`config.mk`:
```
export PLATFORM = sky130hd
export DESIGN_NAME = rvx_exec_unit
export DESIGN_NICKNAME = d
export VERILOG_FILES = /design/src/rtl/rvx_pkg.sv /design/src/rtl/rvx_decode.sv /design/src/rtl/rvx_alu.sv /design/src/rtl/rvx_exec_unit.sv
export SDC_FILE = /design/constraint.sdc
export NUM_CORES = 1
export LEC_CHECK = 0
export ABC_AREA = 0
export CORE_MARGIN = 1
export CORE_UTILIZATION = 54
export DETAILED_ROUTE_END_ITERATION = 7
export DONT_BUFFER_PORTS = 1
export HOLD_SLACK_MARGIN = 0.06
export PLACE_DENSITY = 0.69
export SYNTH_ARGS = -nofsm -noshare
export SYNTH_HDL_FRONTEND = slang
export SYNTH_SLANG_ARGS = --single-unit
```
`constraint.sdc`:
```
create_clock -name clk -period 0.8 [get_ports clk]
set_input_delay 0.08 -clock clk [delete_from_list [all_inputs] [get_ports clk]]
set_output_delay 0.08 -clock clk [all_outputs]
set_load 0.005 [all_outputs]
```
`src/rtl/rvx_pkg.sv`:
```
package rvx_pkg;

    localparam int XLEN = 32;
    localparam int IW   = 32;
    localparam int RIW  = 5;

    localparam logic [6:0] OPC_OPIMM = 7'b0010011;
    localparam logic [6:0] OPC_OPREG = 7'b0110011;
    localparam logic [6:0] OPC_LUI   = 7'b0110111;
    localparam logic [6:0] OPC_AUIPC = 7'b0010111;
    localparam logic [6:0] F7_BASE   = 7'b0000000;
    localparam logic [6:0] F7_ALT    = 7'b0100000;

    typedef enum logic [3:0] {
        ALU_ADD, ALU_SUB, ALU_SLL, ALU_SLT, ALU_SLTU,
        ALU_XOR, ALU_SRL, ALU_SRA, ALU_OR,  ALU_AND
    } alu_op_e;

    typedef enum logic [1:0] {
        SRC_RS1, SRC_PC, SRC_ZERO
    } a_sel_e;

    typedef struct packed {
        alu_op_e         op;
        a_sel_e          a_sel;
        logic            b_imm;
        logic [XLEN-1:0] imm;
        logic [RIW-1:0]  rd;
        logic            rs1_zero;
        logic            rs2_zero;
        logic            ill;
    } dec_t;

endpackage

```
`src/rtl/rvx_decode.sv`:
```
module rvx_decode
    import rvx_pkg::*;
(
    input  logic [IW-1:0] instr,
    output dec_t          dec
);

    logic [6:0]      opcode;
    logic [2:0]      f3;
    logic [6:0]      f7;
    logic [XLEN-1:0] imm_i;
    logic [XLEN-1:0] imm_u;

    assign opcode = instr[6:0];
    assign f3     = instr[14:12];
    assign f7     = instr[31:25];
    assign imm_i  = {{(XLEN-12){instr[31]}}, instr[31:20]};
    assign imm_u  = {instr[31:12], 12'h000};

    function automatic alu_op_e base_op(input logic [2:0] fn);
        unique case (fn)
            3'b000:  base_op = ALU_ADD;
            3'b001:  base_op = ALU_SLL;
            3'b010:  base_op = ALU_SLT;
            3'b011:  base_op = ALU_SLTU;
            3'b100:  base_op = ALU_XOR;
            3'b101:  base_op = ALU_SRL;
            3'b110:  base_op = ALU_OR;
            default: base_op = ALU_AND;
        endcase
    endfunction

    always_comb begin
        dec          = '0;
        dec.op       = ALU_ADD;
        dec.a_sel    = SRC_RS1;
        dec.rd       = instr[11:7];
        dec.rs1_zero = (instr[19:15] == '0);
        dec.rs2_zero = (instr[24:20] == '0);
        unique case (opcode)
            OPC_OPIMM: begin
                dec.b_imm = 1'b1;
                dec.imm   = imm_i;
                dec.op    = base_op(f3);
                if (f3 == 3'b101 && f7 == F7_ALT) dec.op = ALU_SRA;
            end
            OPC_OPREG: begin
                if (f7 == F7_BASE)                   dec.op  = base_op(f3);
                else if (f7 == F7_ALT && f3 == 3'b000) dec.op  = ALU_SUB;
                else if (f7 == F7_ALT && f3 == 3'b101) dec.op  = ALU_SRA;
                else                                 dec.ill = 1'b1;
            end
            OPC_LUI: begin
                dec.b_imm = 1'b1;
                dec.imm   = imm_u;
                dec.a_sel = SRC_ZERO;
            end
            OPC_AUIPC: begin
                dec.b_imm = 1'b1;
                dec.imm   = imm_u;
                dec.a_sel = SRC_PC;
            end
            default: dec.ill = 1'b1;
        endcase
    end

endmodule

```
`src/rtl/rvx_alu.sv`:
```
module rvx_alu
    import rvx_pkg::*;
#(
    parameter int W = XLEN
) (
    input  alu_op_e      op,
    input  logic [W-1:0] a,
    input  logic [W-1:0] b,
    output logic [W-1:0] y
);

    localparam int SHW = $clog2(W);

    logic [SHW-1:0] sh;
    assign sh = b[SHW-1:0];

    always_comb begin
        unique case (op)
            ALU_ADD:  y = a + b;
            ALU_SUB:  y = a - b;
            ALU_SLL:  y = a << sh;
            ALU_SLT:  y = {{(W-1){1'b0}}, ($signed(a) < $signed(b))};
            ALU_SLTU: y = {{(W-1){1'b0}}, (a < b)};
            ALU_XOR:  y = a ^ b;
            ALU_SRL:  y = a >> sh;
            ALU_SRA:  y = W'($signed(a) >>> sh);
            ALU_OR:   y = a | b;
            default:  y = a & b;
        endcase
    end

    always_comb begin
        if (op == ALU_SLT || op == ALU_SLTU)
            AST_CMP_SINGLE_BIT: assert (y[W-1:1] == '0);
        if (op == ALU_SUB)
            AST_SUB_INVERTS_ADD: assert (y + b == a);
    end

endmodule

```
`src/rtl/rvx_exec_unit.sv`:
```
module rvx_exec_unit
    import rvx_pkg::*;
#(
    parameter bit OUT_REG = 1'b1
) (
    input  logic            clk,
    input  logic            rst_n,
    input  logic            in_valid,
    input  logic [IW-1:0]   instr,
    input  logic [XLEN-1:0] rs1_val,
    input  logic [XLEN-1:0] rs2_val,
    input  logic [XLEN-1:0] pc,
    output logic            out_valid,
    output logic [XLEN-1:0] result,
    output logic [RIW-1:0]  rd_idx,
    output logic            wr_en,
    output logic            illegal
);

    dec_t            dec;
    logic [XLEN-1:0] rs1_eff;
    logic [XLEN-1:0] rs2_eff;
    logic [XLEN-1:0] op_a;
    logic [XLEN-1:0] op_b;
    logic [XLEN-1:0] alu_y;
    logic [XLEN-1:0] c_result;
    logic            c_we;

    rvx_decode u_dec (
        .instr (instr),
        .dec   (dec)
    );

    assign rs1_eff = dec.rs1_zero ? '0 : rs1_val;
    assign rs2_eff = dec.rs2_zero ? '0 : rs2_val;

    always_comb begin
        unique case (dec.a_sel)
            SRC_PC:   op_a = pc;
            SRC_ZERO: op_a = '0;
            default:  op_a = rs1_eff;
        endcase
        op_b = dec.b_imm ? dec.imm : rs2_eff;
    end

    rvx_alu #(.W(XLEN)) u_alu (
        .op (dec.op),
        .a  (op_a),
        .b  (op_b),
        .y  (alu_y)
    );

    assign c_result = dec.ill ? '0 : alu_y;
    assign c_we     = in_valid && !dec.ill && (dec.rd != '0);

    generate
        if (OUT_REG) begin : g_reg
            always_ff @(posedge clk or negedge rst_n) begin
                if (!rst_n) begin
                    out_valid <= 1'b0;
                    result    <= '0;
                    rd_idx    <= '0;
                    wr_en     <= 1'b0;
                    illegal   <= 1'b0;
                end else begin
                    out_valid <= in_valid;
                    result    <= c_result;
                    rd_idx    <= dec.rd;
                    wr_en     <= c_we;
                    illegal   <= in_valid && dec.ill;
                end
            end
        end else begin : g_comb
            assign out_valid = in_valid;
            assign result    = c_result;
            assign rd_idx    = dec.rd;
            assign wr_en     = c_we;
            assign illegal   = in_valid && dec.ill;
        end
    endgenerate

    AST_X0_NEVER_WRITTEN: assert property (@(posedge clk) disable iff (!rst_n)
        wr_en |-> (rd_idx != '0));
    AST_ILLEGAL_BLOCKS_WRITE: assert property (@(posedge clk) disable iff (!rst_n)
        illegal |-> (!wr_en && result == '0));
    AST_IDLE_NO_WRITE: assert property (@(posedge clk) disable iff (!rst_n)
        !out_valid |-> !wr_en);

endmodule

```
==> flow_summary.yaml, run 1 <==
outcome:
  status: "aborted with a tool error"
  lastStage: "5_1_grt"
  firstError: "[ERROR GRT-0116] Global routing finished with congestion. Check the congestion regions in the DRC Viewer."
floorplanning:
  start_util: 0.553
  chipWidth_um: 146
  io_pins: 171
  die_y_um: 146
  std_cell_rows: 52
synth:
  async_reset_ff_frac: 1.00
  synth.most_common_cell: "a21oi_1"
  ys_seq_area_frac: 0.0889
  synth_top_area_frac: 0.114
  synth_edf_count: 0
  synth_area_sq_mm: 0.0113
  synth_largest_area_cell: "ha_1"
  ys_types: 99
  netlist_instances: 1638
  synthTopCellsByArea: "ha_1, dfrtp_1, a21oi_1, mux2i_1, nand2_1"
  ys.flop_type: "dfrtp_1"
  ys_ff_latch: 40
  ys.warnings.count: 0
  syn_nets: 1874
  synth_common_cells: "a21oi_1, nand2_1, nor2_1"
  syn_area_per_cell_sq_um: 6.87
global_route:
  grt_max_degree: 62
  grt_overflow: 62
  grt_usage: 0.770
  grt_pass1_vias: 19600
  grt_pass1_wl_um: 125000
clock_network:
  clockBufferDepth: 2
  numCtsBuffers: 5
  htreeDepth: 2
  clkSinkCount: 40
  cts_root_buf: "clkbuf_16"
placed_design:
  place_congestion: 1.23
  dpl_worst_slack_ns: -3.83
  placed_cell_area_sq_mm: 0.0160
  io_buffers: 0
  dp_cells: 2372
  dp_hpwl_um: 53200
per-stage QoR:
| stage | utilization | hold slack [ns] |
|---|---|---|
| detailed placement | 0.786 | -0.215 |
| global placement | 0.786 | -0.215 |
| CTS | 0.865 | -0.523 |
| floorplan | - | -0.216 |
metal layers:
metal / track usage / GRT overflow
met3: 0.607 / 0
met1: 0.773 / 1
met2: 0.941 / 29
met4: 0.779 / 32
met5: 0.261 / 0
logic make-up after synthesis:
group,count (synthesis),synth area share
buf+inv,230,0.0857
xor+xnor,14,0.0109
mux,81,0.0745
flops,40,0.0889
fa+ha+maj,105,0.118
simple gates,496,0.212
compound gates,672,0.410
what timing repair did:
item	CTS
endpoints found under the setup margin	35
pin swaps	99
buffers inserted	49
gates resized for setup	206
gates cloned	3
hold endpoints to repair	48
hold buffers	6
==> run 2: changes to the inputs <==
CORE_UTILIZATION = 39   (was 54)
HOLD_SLACK_MARGIN = default   (was 0.06)
PLACE_DENSITY = default   (was 0.69)
PLACE_DENSITY_LB_ADDON = 0.15   (was default)
==> flow_summary.yaml, run 2 <==
synth:
  syn_area_per_cell_sq_um: 6.87
  async_reset_ff_frac: 1.00
  ys.flop_type: "dfrtp_1"
  synth.most_common_cell: "a21oi_1"
  ys.warnings.count: 0
  ys_seq_area_frac: 0.0889
  ys_types: 99
  syn_nets: 1874
  synth_area_sq_mm: 0.0113
  synth_top_area_frac: 0.114
  ys_ff_latch: 40
  netlist_instances: 1638
  synth_common_cells: "a21oi_1, nand2_1, nor2_1"
  synth_edf_count: 0
  synth_largest_area_cell: "ha_1"
  synthTopCellsByArea: "ha_1, dfrtp_1, a21oi_1, mux2i_1, nand2_1"
pwr:
  vdd_drop_max_mv: 0.814
  power.density_mw_per_mm2: 999
  p_total_mw: 19.0
  leakage_nw: 8.59
global_route:
  grt_pass1_wl_um: 104000
  grt_usage: 0.489
  antenna_found_initial: 2
  grt_max_degree: 62
  grt_pass1_vias: 15900
  grt_overflow: 0
run:
  max-cap-violations: 0
sta:
  grt_setup_unrepaired: "yes"
  setup_tns_ns: -96.00
  setup_slack_ns: -3.17
  period_minus_slack_ns: 3.97
  period_share: 4.96
  holdWs_ns: -0.539
  hold_violations: 40
  max_freq_mhz: 252
  slew_violations: 0
  setup_viol: 38
  max_slew.worst_pin.slew_ns: 0.961
  relSlewSlack: 0.357
floorplanning:
  dieArea_sq_mm: 0.0295
  std_cell_rows: 61
  io_pins: 171
  die_y_um: 172
  core-area_sq_mm: 0.0281
  start_util: 0.401
  chipWidth_um: 172
placed_design:
  place_congestion: 1.11
  io_buffers: 0
  placed_cell_area_sq_mm: 0.0164
  dp_hpwl_um: 59100
worst_setup_path:
  crit_type: "in2reg"
  cp-end-kind: "flop"
  critPathMaxFanout: 6
  cp-start-kind: "input port"
  cp.required_ns: 0.99
  cp-startpoint: "instr[6]"
  arrival_ns: 4.16
drt:
  drt-total-wl_um: 74800
  drtPass1Iterations: 8
  drcViolationCount: 0
  drtIter0Drc: 2374
  detail_route.wl_per_cell_um: 28.7
  final_antenna_net_count: 0
  num_vias: 17000
  vias_per_cell: 6.51
layout:
  seq_area_sq_mm: 0.00100
  largest_reg_flops: 32
  layout_common_cells: "buf_4, nand2_1, nor2_1"
  reg_top3: "result: 32 flops, rd_idx: 5 flops"
  layout-drive-gt1-share: 0.464
  final_common_cell: "buf_4"
  finalNetCount: 2460
  fillers: 2437
  multi_input_area_sq_mm: 0.0112
  design_area_sq_mm: 0.0190
  areaGrowthSynthToFinish_pct: 68.9
  regMostFlops: "result"
clock_network:
  holdBufCountCts: 6
  clkSinkCount: 40
  clockBufferDepth: 2
  numCtsBuffers: 5
  cts_root_buf: "clkbuf_16"
  clk_pin_slew_ns: 0.07
  htreeDepth: 2
  cts_tree: "done"
hold_path:
  hp-class: "in2async"
outcome:
  status: "finished with violations"
  failed_checks: "negative hold slack, negative setup slack"
run 2: layout make-up:
cell class / count / area share
antenna: 4 / 0.000526
clock buffer: 6 / 0.00678
timing repair buffer: 708 / 0.305
sequential: 40 / 0.0527
multi-input combinational: 1369 / 0.587
tap: 378 / 0.0249
inverter: 100 / 0.0207
clock inverter: 2 / 0.00184
run 2: worst max-delay path: stages:
cell and delay, ns:
nand3b_1 0.21, buf_4 0.18, buf_4 0.12, buf_4 0.12, buf_4 0.13, buf_4 0.16, nor2_4 0.14, buf_4 0.14
nor2_2 0.07, buf_4 0.14, a221o_1 0.38, ha_1 0.36, o21ai_1 0.24, inv_1 0.12, buf_4 0.15, a221o_1 0.35
a31o_4 0.25, a31oi_4 0.20, a21oi_2 0.12, and2_4 0.19, o22ai_4 0.19, a21oi_1 0.09
run 2: through the flow:
step                std cells  worst slack, ns   util  hold WS [ns]
floorplan                1638            -3.45      -        -0.216
global placement         2524            -3.71  0.586        -0.215
detailed placement       2524            -3.81  0.586        -0.215
CTS                      2570            -3.11  0.638        -0.538
global route             2605            -3.31  0.677        -0.539
finish                   2607            -3.17  0.677        -0.539
run 2: cells by family (layout without fill, tap and decap cells):
group / count (synthesis) / in the layout / share of synthesized area
multiplexers: 81 / 81 / 0.0745
other: 0 / 4 / 0
buffers and inverters: 230 / 816 / 0.0857
adder cells (fa/ha/maj): 105 / 105 / 0.118
flip-flops: 40 / 40 / 0.0889
AND/OR/NAND/NOR: 496 / 497 / 0.212
AO/OA/AOI/OAI: 672 / 672 / 0.410
XOR/XNOR: 14 / 14 / 0.0109
run 2: path summary, 6_finish.rpt:
kind / end / slack [ns] / depth (start not counted)
setup / recovery: result[30]$_DFF_PN0_ / -3.17 / 22
hold / removal: result[15]$_DFF_PN0_ / -0.54 / 0
max in group asynchronous: result[0]$_DFF_PN0_ / 1.24 / 0
min in group clk: wr_en$_DFF_PN0_ / 0.05 / 2
run 2: report_power, final:
part | total (mW) | internal, mW | switching [mW]
sequential | 2.08 | 2.06 | 0.0229
combinational | 14.5 | 6.66 | 7.83
clock | 2.43 | 1.47 | 0.962
total | 19.0 | 10.2 | 8.81
run 2: layer usage:
metal	global-route usage	vias to the layer above	part of all wire
met1	0.600	7932	0.37
met3	0.121	358	0.12
met4	0.364	2	0.092
li1	-	7322	-
met5	0	-	0.00017
met2	0.738	1365	0.42
run 2: what timing repair did:
| item | CTS | global route |
|---|---|---|
| endpoints found under the hold margin | 48 | 40 |
| pin swaps | 113 | 107 |
| buffers inserted | 38 | 42 |
| gates cloned | 3 | 0 |
| setup endpoints to repair | 38 | 39 |
| resized for setup | 195 | 182 |
No activity file was read; power rests on OpenSTA's default activity.
